## config.mk

```make
export PLATFORM = sky130hd
export DESIGN_NAME = mgmt_route_table
export DESIGN_NICKNAME = d
export VERILOG_FILES = /design/src/rtl/mrt_pkg.sv /design/src/rtl/mrt_slot.sv /design/src/rtl/mrt_prio.sv /design/src/rtl/mrt_decide.sv /design/src/rtl/mgmt_route_table.sv
export SDC_FILE = /design/constraint.sdc
export NUM_CORES = 1
export LEC_CHECK = 0
export BUFFER_PORTS_ARGS = -buffer_cell sky130_fd_sc_hd__buf_2
export CORE_MARGIN = 3
export CORE_UTILIZATION = 55
export CTS_BUF_LIST = sky130_fd_sc_hd__clkbuf_16
export DETAILED_ROUTE_END_ITERATION = 8
export PLACE_DENSITY_LB_ADDON = 0.15
export SLEW_MARGIN = 20
export SYNTH_ARGS = -nofsm -noshare
export SYNTH_HDL_FRONTEND = slang
export SYNTH_SLANG_ARGS = --single-unit
```

## constraint.sdc

```tcl
create_clock -name clk_i -period 4.8 [get_ports clk_i]
set_input_delay 0 -clock clk_i [delete_from_list [all_inputs] [get_ports clk_i]]
set_output_delay 0 -clock clk_i [all_outputs]
set_load 0.05 [all_outputs]
```

## src/rtl/mrt_pkg.sv

```systemverilog
package mrt_pkg;
  localparam int MAC_W = 48;
  // reserved link-local block 01-80-C2-00-00-0x
  localparam logic [MAC_W-5:0] LL_PREFIX = 44'h0180C200000;

  typedef enum logic [1:0] {
    DEC_PASS  = 2'd0,
    DEC_STEER = 2'd1,
    DEC_DROP  = 2'd2
  } dec_kind_e;
endpackage

```

## src/rtl/mrt_slot.sv

```systemverilog
module mrt_slot
  import mrt_pkg::*;
#(
  parameter int NUM_PORTS = 5
) (
  input  logic                 clk_i,
  input  logic                 rst_ni,
  input  logic                 wr_i,
  input  logic                 wr_arm_i,
  input  logic [MAC_W-1:0]     wr_dmac_i,
  input  logic [NUM_PORTS-1:0] wr_mask_i,
  input  logic                 probe_i,
  input  logic [MAC_W-1:0]     probe_dmac_i,
  input  logic                 consume_i,
  output logic                 match_o,
  output logic                 armed_o,
  output logic [NUM_PORTS-1:0] mask_o
);
  logic [MAC_W-1:0]     dmac_q;
  logic [NUM_PORTS-1:0] mask_q;
  logic                 armed_q;

  assign match_o = probe_i && armed_q && (dmac_q == probe_dmac_i);
  assign armed_o = armed_q;
  assign mask_o  = mask_q;

  always_ff @(posedge clk_i or negedge rst_ni) begin
    if (!rst_ni) begin
      dmac_q  <= '0;
      mask_q  <= '0;
      armed_q <= 1'b0;
    end else begin
      if (wr_i) begin
        dmac_q  <= wr_dmac_i;
        mask_q  <= wr_mask_i;
        armed_q <= wr_arm_i;   // write beats same-cycle consumption
      end else if (consume_i) begin
        armed_q <= 1'b0;
      end
    end
  end

  AST_CONSUME_CLEARS: assert property (@(posedge clk_i) disable iff (!rst_ni)
    consume_i && !wr_i |=> !armed_o) else $error("slot not disarmed");
  AST_WRITE_WINS: assert property (@(posedge clk_i) disable iff (!rst_ni)
    wr_i |=> armed_o == $past(wr_arm_i)) else $error("write lost");
  AST_CONSUME_ARMED: assert property (@(posedge clk_i) disable iff (!rst_ni)
    consume_i |-> armed_o) else $error("disarmed slot consumed");
endmodule

```

## src/rtl/mrt_prio.sv

```systemverilog
module mrt_prio #(
  parameter int N     = 4,
  localparam int IDX_W = (N > 1) ? $clog2(N) : 1
) (
  input  logic [N-1:0]     req_i,
  output logic [N-1:0]     gnt_o,
  output logic             any_o,
  output logic [IDX_W-1:0] idx_o
);
  always_comb begin
    gnt_o = '0;
    idx_o = '0;
    any_o = 1'b0;
    for (int i = 0; i < N; i++) begin
      if (req_i[i] && !any_o) begin
        gnt_o[i] = 1'b1;
        idx_o    = IDX_W'(i);
        any_o    = 1'b1;
      end
    end
  end

  always_comb begin
    AST_GNT_ONEHOT: assert ($onehot0(gnt_o)) else $error("multiple grants");
    AST_GNT_LOWEST: assert (((gnt_o - 1'b1) & req_i & {N{any_o}}) == '0) else $error("lower request skipped");
  end
endmodule

```

## src/rtl/mrt_decide.sv

```systemverilog
module mrt_decide
  import mrt_pkg::*;
#(
  parameter int NUM_PORTS = 5,
  parameter int SLOT_W    = 2
) (
  input  logic                 clk_i,
  input  logic                 rst_ni,
  input  logic                 frm_valid_i,
  input  logic                 frm_from_cpu_i,
  input  logic [MAC_W-1:0]     frm_dmac_i,
  input  logic [NUM_PORTS-1:0] frm_fwd_mask_i,
  input  logic                 hit_i,
  input  logic [SLOT_W-1:0]    hit_slot_i,
  input  logic [NUM_PORTS-1:0] hit_mask_i,
  output logic                 dec_valid_o,
  output logic                 dec_hit_o,
  output logic                 dec_drop_o,
  output logic [NUM_PORTS-1:0] dec_mask_o,
  output logic [SLOT_W-1:0]    dec_slot_o
);
  dec_kind_e kind;
  logic      is_ll;

  assign is_ll = (frm_dmac_i[MAC_W-1:4] == LL_PREFIX);

  always_comb begin
    kind = DEC_PASS;
    if (frm_from_cpu_i) begin
      if (hit_i)      kind = DEC_STEER;
      else if (is_ll) kind = DEC_DROP;
    end
  end

  always_ff @(posedge clk_i or negedge rst_ni) begin
    if (!rst_ni) begin
      dec_valid_o <= 1'b0;
      dec_hit_o   <= 1'b0;
      dec_drop_o  <= 1'b0;
      dec_mask_o  <= '0;
      dec_slot_o  <= '0;
    end else begin
      dec_valid_o <= frm_valid_i;
      if (frm_valid_i) begin
        dec_hit_o  <= (kind == DEC_STEER);
        dec_drop_o <= (kind == DEC_DROP);
        dec_slot_o <= hit_slot_i;
        unique case (kind)
          DEC_STEER: dec_mask_o <= hit_mask_i;
          DEC_DROP:  dec_mask_o <= '0;
          default:   dec_mask_o <= frm_fwd_mask_i;
        endcase
      end
    end
  end

  AST_DROP_NO_PORTS: assert property (@(posedge clk_i) disable iff (!rst_ni)
    dec_valid_o && dec_drop_o |-> dec_mask_o == '0) else $error("drop with ports");
  AST_PASS_UNCHANGED: assert property (@(posedge clk_i) disable iff (!rst_ni)
    frm_valid_i && !frm_from_cpu_i |=> dec_valid_o && !dec_hit_o && !dec_drop_o
      && dec_mask_o == $past(frm_fwd_mask_i)) else $error("non-cpu frame altered");
  AST_HIT_NOT_DROP: assert property (@(posedge clk_i) disable iff (!rst_ni)
    dec_valid_o && dec_hit_o |-> !dec_drop_o) else $error("hit and drop");
  AST_VALID_FOLLOWS: assert property (@(posedge clk_i) disable iff (!rst_ni)
    frm_valid_i |=> dec_valid_o) else $error("decision missing");
endmodule

```

## src/rtl/mgmt_route_table.sv

```systemverilog
module mgmt_route_table
  import mrt_pkg::*;
#(
  parameter int NUM_SLOTS = 4,
  parameter int NUM_PORTS = 5,
  localparam int SLOT_W   = (NUM_SLOTS > 1) ? $clog2(NUM_SLOTS) : 1
) (
  input  logic                 clk_i,
  input  logic                 rst_ni,
  input  logic                 cfg_we_i,
  input  logic [SLOT_W-1:0]    cfg_slot_i,
  input  logic [MAC_W-1:0]     cfg_dmac_i,
  input  logic [NUM_PORTS-1:0] cfg_mask_i,
  input  logic                 cfg_arm_i,
  output logic [NUM_SLOTS-1:0] busy_o,
  input  logic                 frm_valid_i,
  input  logic                 frm_from_cpu_i,
  input  logic [MAC_W-1:0]     frm_dmac_i,
  input  logic [NUM_PORTS-1:0] frm_fwd_mask_i,
  output logic                 dec_valid_o,
  output logic                 dec_hit_o,
  output logic                 dec_drop_o,
  output logic [NUM_PORTS-1:0] dec_mask_o,
  output logic [SLOT_W-1:0]    dec_slot_o
);
  logic                 probe;
  logic [NUM_SLOTS-1:0] match, gnt;
  logic                 any_hit;
  logic [SLOT_W-1:0]    hit_idx;
  logic [NUM_PORTS-1:0] slot_mask [NUM_SLOTS];
  logic [NUM_PORTS-1:0] hit_mask;

  assign probe = frm_valid_i && frm_from_cpu_i;

  for (genvar g = 0; g < NUM_SLOTS; g++) begin : g_slot
    mrt_slot #(.NUM_PORTS(NUM_PORTS)) u_slot (
      .clk_i        (clk_i),
      .rst_ni       (rst_ni),
      .wr_i         (cfg_we_i && (cfg_slot_i == SLOT_W'(g))),
      .wr_arm_i     (cfg_arm_i),
      .wr_dmac_i    (cfg_dmac_i),
      .wr_mask_i    (cfg_mask_i),
      .probe_i      (probe),
      .probe_dmac_i (frm_dmac_i),
      .consume_i    (gnt[g]),
      .match_o      (match[g]),
      .armed_o      (busy_o[g]),
      .mask_o       (slot_mask[g])
    );
  end

  mrt_prio #(.N(NUM_SLOTS)) u_prio (
    .req_i (match),
    .gnt_o (gnt),
    .any_o (any_hit),
    .idx_o (hit_idx)
  );

  always_comb begin
    hit_mask = '0;
    for (int i = 0; i < NUM_SLOTS; i++)
      if (gnt[i]) hit_mask |= slot_mask[i];
  end

  mrt_decide #(.NUM_PORTS(NUM_PORTS), .SLOT_W(SLOT_W)) u_decide (
    .clk_i          (clk_i),
    .rst_ni         (rst_ni),
    .frm_valid_i    (frm_valid_i),
    .frm_from_cpu_i (frm_from_cpu_i),
    .frm_dmac_i     (frm_dmac_i),
    .frm_fwd_mask_i (frm_fwd_mask_i),
    .hit_i          (any_hit),
    .hit_slot_i     (hit_idx),
    .hit_mask_i     (hit_mask),
    .dec_valid_o    (dec_valid_o),
    .dec_hit_o      (dec_hit_o),
    .dec_drop_o     (dec_drop_o),
    .dec_mask_o     (dec_mask_o),
    .dec_slot_o     (dec_slot_o)
  );

  AST_NO_HIT_OFF_CPU: assert property (@(posedge clk_i) disable iff (!rst_ni)
    !probe |-> gnt == '0) else $error("consume without cpu frame");
  AST_BUSY_DROPS: assert property (@(posedge clk_i) disable iff (!rst_ni)
    any_hit && !cfg_we_i |=> busy_o == ($past(busy_o) & ~$past(gnt))) else $error("busy mismatch");
endmodule

```

Yosys cells after proc, flatten, opt, wreduce, memory -nomap -nowiden
Cells that the tools add are included.
{"block": "op_classes", "n_eq_ne": 10, "n_mux": 26, "n_bitwise": 3, "reduce_logical": 24}
{"operator": "$eq A48 B48 Y1", "n": 4}
{"operator": "$eq A44 B37 Y1 const B", "n": 1}
{"operator": "$mux W5", "n": 4}
{"operator": "$logic_and A1 B1 Y1", "n": 16}
{"operator": "$mux W1", "n": 16}
{"operator": "$or A5 B5 Y5", "n": 3}
{"operator": "$mux W2", "n": 5}
{"operator": "$pmux W5 S2", "n": 1}
{"operator": "$reduce_bool A2 Y1", "n": 4}
{"operator": "$eq A2 B2 Y1 const B", "n": 3}
{"operator": "$eq A2 B1 Y1 const B", "n": 2}
{"operator": "$logic_not A1 Y1", "n": 3}
{"operator": "$logic_not A2 Y1", "n": 1}
{"block": "totals", "ff_bits": 226, "in_bits": 114}

Logic depth before layout (Yosys ltp)
{"block": "logic_depth", "depth_word": 17, "depth_mapped": 9, "mapped_depth_nobuf": 7}

Modules after synthesis
A second synthesis with hierarchy kept.
{"block": "hier_totals", "cells_unflattened": 816, "area_unflattened_um2": 10898.0}
{"mod": "mrt_slot", "instances": 4, "cells_per_inst": 181, "area_each_um2": 2529.9, "seq_area_each_um2": 1351.3}
{"mod": "mrt_decide", "instances": 1, "cells_per_inst": 60, "area_each_um2": 586.8, "seq_area_each_um2": 250.2}
{"mod": "mgmt_route_table", "instances": 1, "cells_per_inst": 21, "area_each_um2": 130.1, "seq_area_each_um2": 0.0}
{"mod": "mrt_prio", "instances": 1, "cells_per_inst": 11, "area_each_um2": 61.3, "seq_area_each_um2": 0.0}

Worst setup path after synthesis
OpenSTA, ideal clock, no wires.
{"block": "synth_path", "path_type": "register -> register", "start": "reg g_slot[3].u_slot.dmac_q[38]", "end": "reg g_slot[3].u_slot.armed_q", "setup_ns": 0.138, "arrival_ns": 1.822, "required_ns": 4.662, "setup_slack_ns": 2.841, "stages_incl_launch_ff": 8, "n_path_buf": 0, "cell_sequence": "dfrtp_1 > nor2b_1 > a2111o_1 > nor4_1 > nand4_1 > nor4b_4 > nand3b_1 > o21ai_0"}
{"block": "synth_via", "elab_chain_cells": 5}
{"item": "from (decl)", "line": "mrt_slot.sv:19", "text": "logic [MAC_W-1:0] dmac_q;"}
{"item": "from (signal assigned)", "line": "mrt_slot.sv:34", "text": "dmac_q <= wr_dmac_i;"}
{"item": "$eq A48 B48 Y1", "line": "mrt_slot.sv:23", "text": "assign match_o = probe_i && armed_q && (dmac_q == probe_dmac_i);"}
{"item": "$logic_and A1 B1 Y1", "line": "mrt_slot.sv:23"}
{"item": "$logic_and A1 B1 Y1", "line": "mrt_prio.sv:15", "text": "if (req_i[i] && !any_o) begin"}
{"item": "$mux W1", "line": "mrt_prio.sv:15"}
{"item": "$reduce_bool A2 Y1 (no line)"}
{"item": "to (signal assigned)", "line": "mrt_slot.sv:36", "text": "armed_q <= wr_arm_i;"}
{"item": "to (decl)", "line": "mrt_slot.sv:21", "text": "logic armed_q;"}
Every way passes these cells.
A chain may end at the register's enable or synchronous reset.

Worst setup path after layout
{"block": "layout_path", "start": "reg g_slot[0].u_slot.dmac_q[3]", "end": "reg u_decide.dec_mask_o[4]"}
{"block": "layout_via", "elab_chain_cells": 16, "elab_cells_between_ends": 27, "cone_classes": "3 x eq/ne; 14 x mux; 3 x bitwise; 7 x reduce/logical"}
{"item": "from (decl)", "line": "mrt_slot.sv:19"}
{"item": "from (signal assigned)", "line": "mrt_slot.sv:34"}
{"item": "$eq A48 B48 Y1 (*)", "line": "mrt_slot.sv:23"}
{"item": "$logic_and A1 B1 Y1 (*)", "line": "mrt_slot.sv:23"}
{"item": "$mux W1 (*)", "line": "mrt_prio.sv:15"}
{"item": "$logic_not A1 Y1", "line": "mrt_prio.sv:15"}
{"item": "$logic_and A1 B1 Y1", "line": "mrt_prio.sv:15"}
{"item": "$mux W1", "line": "mrt_prio.sv:15"}
{"item": "$logic_not A1 Y1", "line": "mrt_prio.sv:15"}
{"item": "$logic_and A1 B1 Y1", "line": "mrt_prio.sv:15"}
{"item": "$mux W1", "line": "mrt_prio.sv:15"}
{"item": "$logic_not A1 Y1", "line": "mrt_prio.sv:15"}
{"item": "$logic_and A1 B1 Y1", "line": "mrt_prio.sv:15"}
{"item": "$mux W1", "line": "mrt_prio.sv:15"}
{"item": "$mux W2", "line": "mrt_decide.sv:30", "text": "if (hit_i) kind = DEC_STEER;"}
{"item": "$mux W2", "line": "mrt_decide.sv:29", "text": "if (frm_from_cpu_i) begin"}
{"item": "$eq A2 B2 Y1 or $eq A2 B1 Y1 (tied branches)", "line": "mrt_decide.sv:48", "text": "unique case (kind)"}
{"item": "$pmux W5 S2 (*)", "line": "mrt_decide.sv:48"}
{"item": "to (signal assigned)", "line": "mrt_decide.sv:49", "text": "DEC_STEER: dec_mask_o <= hit_mask_i;"}
{"item": "to (signal assigned)", "line": "mrt_decide.sv:51", "text": "default: dec_mask_o <= frm_fwd_mask_i;"}
{"item": "to (decl)", "line": "mrt_decide.sv:19", "text": "output logic [NUM_PORTS-1:0] dec_mask_o,"}
Mark *: on every way between the ends. The rest lies on a longest branch, timed or not.

==> results.yml <==
outcome:
  status: "finished, final reports clean"
route:
  drtIter0Drc: 455
  drc: 0
  ant_nets: 0
  dr.pass1.iters: 5
  via_per_inst: 5.77
  wl_um: 30800
  wl_per_cell_um: 23.9
  vias: 7418
synth:
  synth_enable_flop_cells: 0
  synth_area_um2: 11100
  synth_area_leaders: "dfrtp_1 51%, mux2_2 22%, xnor2_1 10%"
  synth_ff_type: "dfrtp_1"
  yosysTopAreaCell: "dfrtp_1"
  ys_warn_count: 0
  synthCells: 861
  synth-async-reset-ratio_pct: 100
  syn_avg_cell_area_um2: 12.9
  yosysTopAreaCellShare_pct: 51.0
  synth-seq-area-share_pct: 51.0
  ys_ff_latch: 226
  syn_nets: 975
  synth_cell_type_count: 39
placed_design:
  numPortBuffers: 127
  routabilityCongestion: 0.862
  place_area_um2: 11700
  hpwl_um: 21700
clocking:
  cts_root_buffer: "clkbuf_16"
  clk_path_buf_depth: 3
  clock-sinks: 226
  clk_pin_slew_ns: 0.06
  htree_levels: 1
  ctsResizeCount: 0
  cts_tree: "built"
  clock_latency_ns: 0.53
  cts_buffers: 26
setup_path:
  cp_max_fo: 8
  critPathLaunchType: "flop"
  reg2regPathDepth: 7
  reg2reg_to: "u_decide.dec_mask_o[4]"
  worstPathRequired_ns: 5.20
  rrSetupSlack_ns: 1.99
  worstSetupPathType: "reg -> reg"
  cp-end-kind: "flop"
  crit_arrival_ns: 3.21
  rr_startpoint: "g_slot[0].u_slot.dmac_q[3]"
sta:
  worstMarginPinSlew_ns: 0.921
  period_share_pct: 58.6
  drv_slew: 0
  fin_skew_ns: 0.0169
  grt_setup_unrepaired: "false"
  max_freq_ghz: 0.355
  tns_ns: 0
  setup_viol: 0
  finalHoldViolCount: 0
  post-route-min-period_ns: 2.81
  slew_headroom_pct: 38.4
global_routing:
  track_usage_pct: 28.5
  grt_overflow_total: 0
  grt_pass1_vias: 7771
  grt_antenna_before_repair: 0
  grt_pass1_wl_um: 47000
  grt_max_degree: 139
cells_and_area:
  layout_commonest_cell: "dfrtp_1"
  design_area_um2: 13100
  nFillCells: 1545
  diodes: 0
  syn_to_final_growth_pct: 18.0
  drive_gt1_share_pct: 37.5
  mostFrequentLayoutCells: "226 x dfrtp_1, 212 x mux2_2, 131 x xnor2_1, 126 x buf_2, 61 x dlygate4sd3_1"
  nNetsFinal: 1121
die:
  initial_core_util_pct: 56.4
  dieArea_um2: 21900
  fp-row-count: 51
  ioPinCount: 128
  die_h_um: 148
  die_x_um: 148
  fp.coreArea_um2: 19700
job:
  maxCapViolCount: 0
power:
  p_per_area_nw_per_um2: 410
  irDropWorstVdd_uv: 271
  p_leak_nw: 5.54
min_path:
  hold_path_class: "in -> async"
-- synthesized netlist by cell type, types with 6 or more instances --
cell      count
xnor2_1     131
buf_6         6
xor2_1       50
nand4_1      41
dfrtp_1     226
nand2_1      10
nand3_1      12
clkbuf_1     35
inv_1        12
nor4_1       26
o21ai_0       7
buf_2        24
buf_4         8
nand2b_1      9
mux2_2      212
-- how the worst max path moves through the flow --
| stage | start | slack [ns] | endpoint | depth (start not counted) |
|---|---|---|---|---|
| floorplan | g_slot[3].u_slot.dmac_q[38] | 2.84 | g_slot[3].u_slot.armed_o | 7 |
| global placement | g_slot[0].u_slot.dmac_q[3] | 2.03 | u_decide.dec_mask_o[4] | 7 |
| detailed placement | g_slot[0].u_slot.dmac_q[3] | 2.03 | u_decide.dec_mask_o[4] | 7 |
| CTS | g_slot[0].u_slot.dmac_q[3] | 2.01 | u_decide.dec_mask_o[4] | 7 |
| global route | g_slot[0].u_slot.dmac_q[3] | 1.82 | u_decide.dec_mask_o[4] | 7 |
| finish | g_slot[0].u_slot.dmac_q[3] | 1.99 | u_decide.dec_mask_o[4] | 7 |
-- registers in the layout (all words and copies together) (netlist names) --
name                   flops
g_slot.u_slot.dmac_q     192
u_decide.dec_valid_o       1
u_decide.dec_hit_o         1
u_decide.dec_drop_o        1
u_decide.dec_slot_o        2
g_slot.u_slot.armed_o      4
g_slot.u_slot.mask_o      20
u_decide.dec_mask_o        5
-- kinds of logic (layout without fill, tap and decap cells) --
group | after synthesis | after routing | synth area share, %
simple gates | 127 | 127 | 7.29
compound gates | 28 | 28 | 1.94
buf+inv | 87 | 247 | 3.92
mux | 212 | 212 | 21.5
xor+xnor | 181 | 181 | 14.3
flops | 226 | 226 | 51.0
-- per-layer routing --
layer	global-route usage, %	up-vias	routed length, µm
met4	8.91	0	1110
li1	-	3294	-
met5	0	-	0
met1	39.4	3832	13000
met2	46.2	233	14700
met3	5.36	59	1940
-- report_power, final --
group,internal [W],total [W],switching [W]
Sequential,0.00226,0.00249,0.000237
Combinational,0.000583,0.00112,0.000540
Clock,0.000975,0.00174,0.000765
-- timing repair --
action	CTS	global route
setup buffers	0	0
hold buffers	61	0
hold endpoints to repair	312	0
-- critical path, stage by stage, from the launching register on --
cell      delay [ns]
dfrtp_1         0.38
xnor2_1         0.20
nand4_1         0.17
nor4_1          0.76
and4_1          0.55
nor3_2          0.16
a221oi_1        0.32
a31oi_1         0.12
-- final cells by class --
cell class / instances / area (µm²) / area share, %
timing repair buffer: 193 / 1310 / 9.99
inverter: 12 / 45.0 / 0.344
tap: 265 / 332 / 2.54
clock inverter: 16 / 83.8 / 0.641
clock buffer: 26 / 651 / 4.97
multi-input combinational: 548 / 5010 / 38.3
sequential: 226 / 5660 / 43.2
-- metrics by stage --
| step | utilization (%) | hold slack, ns | power [W] | worst slack [ns] | std cells |
|---|---|---|---|---|---|
| floorplan | - | -0.296 | 0.00323 | 2.84 | 861 |
| global placement | 59.7 | 0.0604 | 0.00358 | 2.03 | 1183 |
| detailed placement | 59.7 | 0.0599 | 0.00361 | 2.03 | 1183 |
| CTS | 66.5 | 0.106 | 0.00539 | 2.01 | 1286 |
| global route | 66.5 | 0.117 | 0.00560 | 1.82 | 1286 |
| finish | 66.5 | 0.0800 | 0.00536 | 1.99 | 1286 |
No activity file was read; power rests on OpenSTA's default activity.
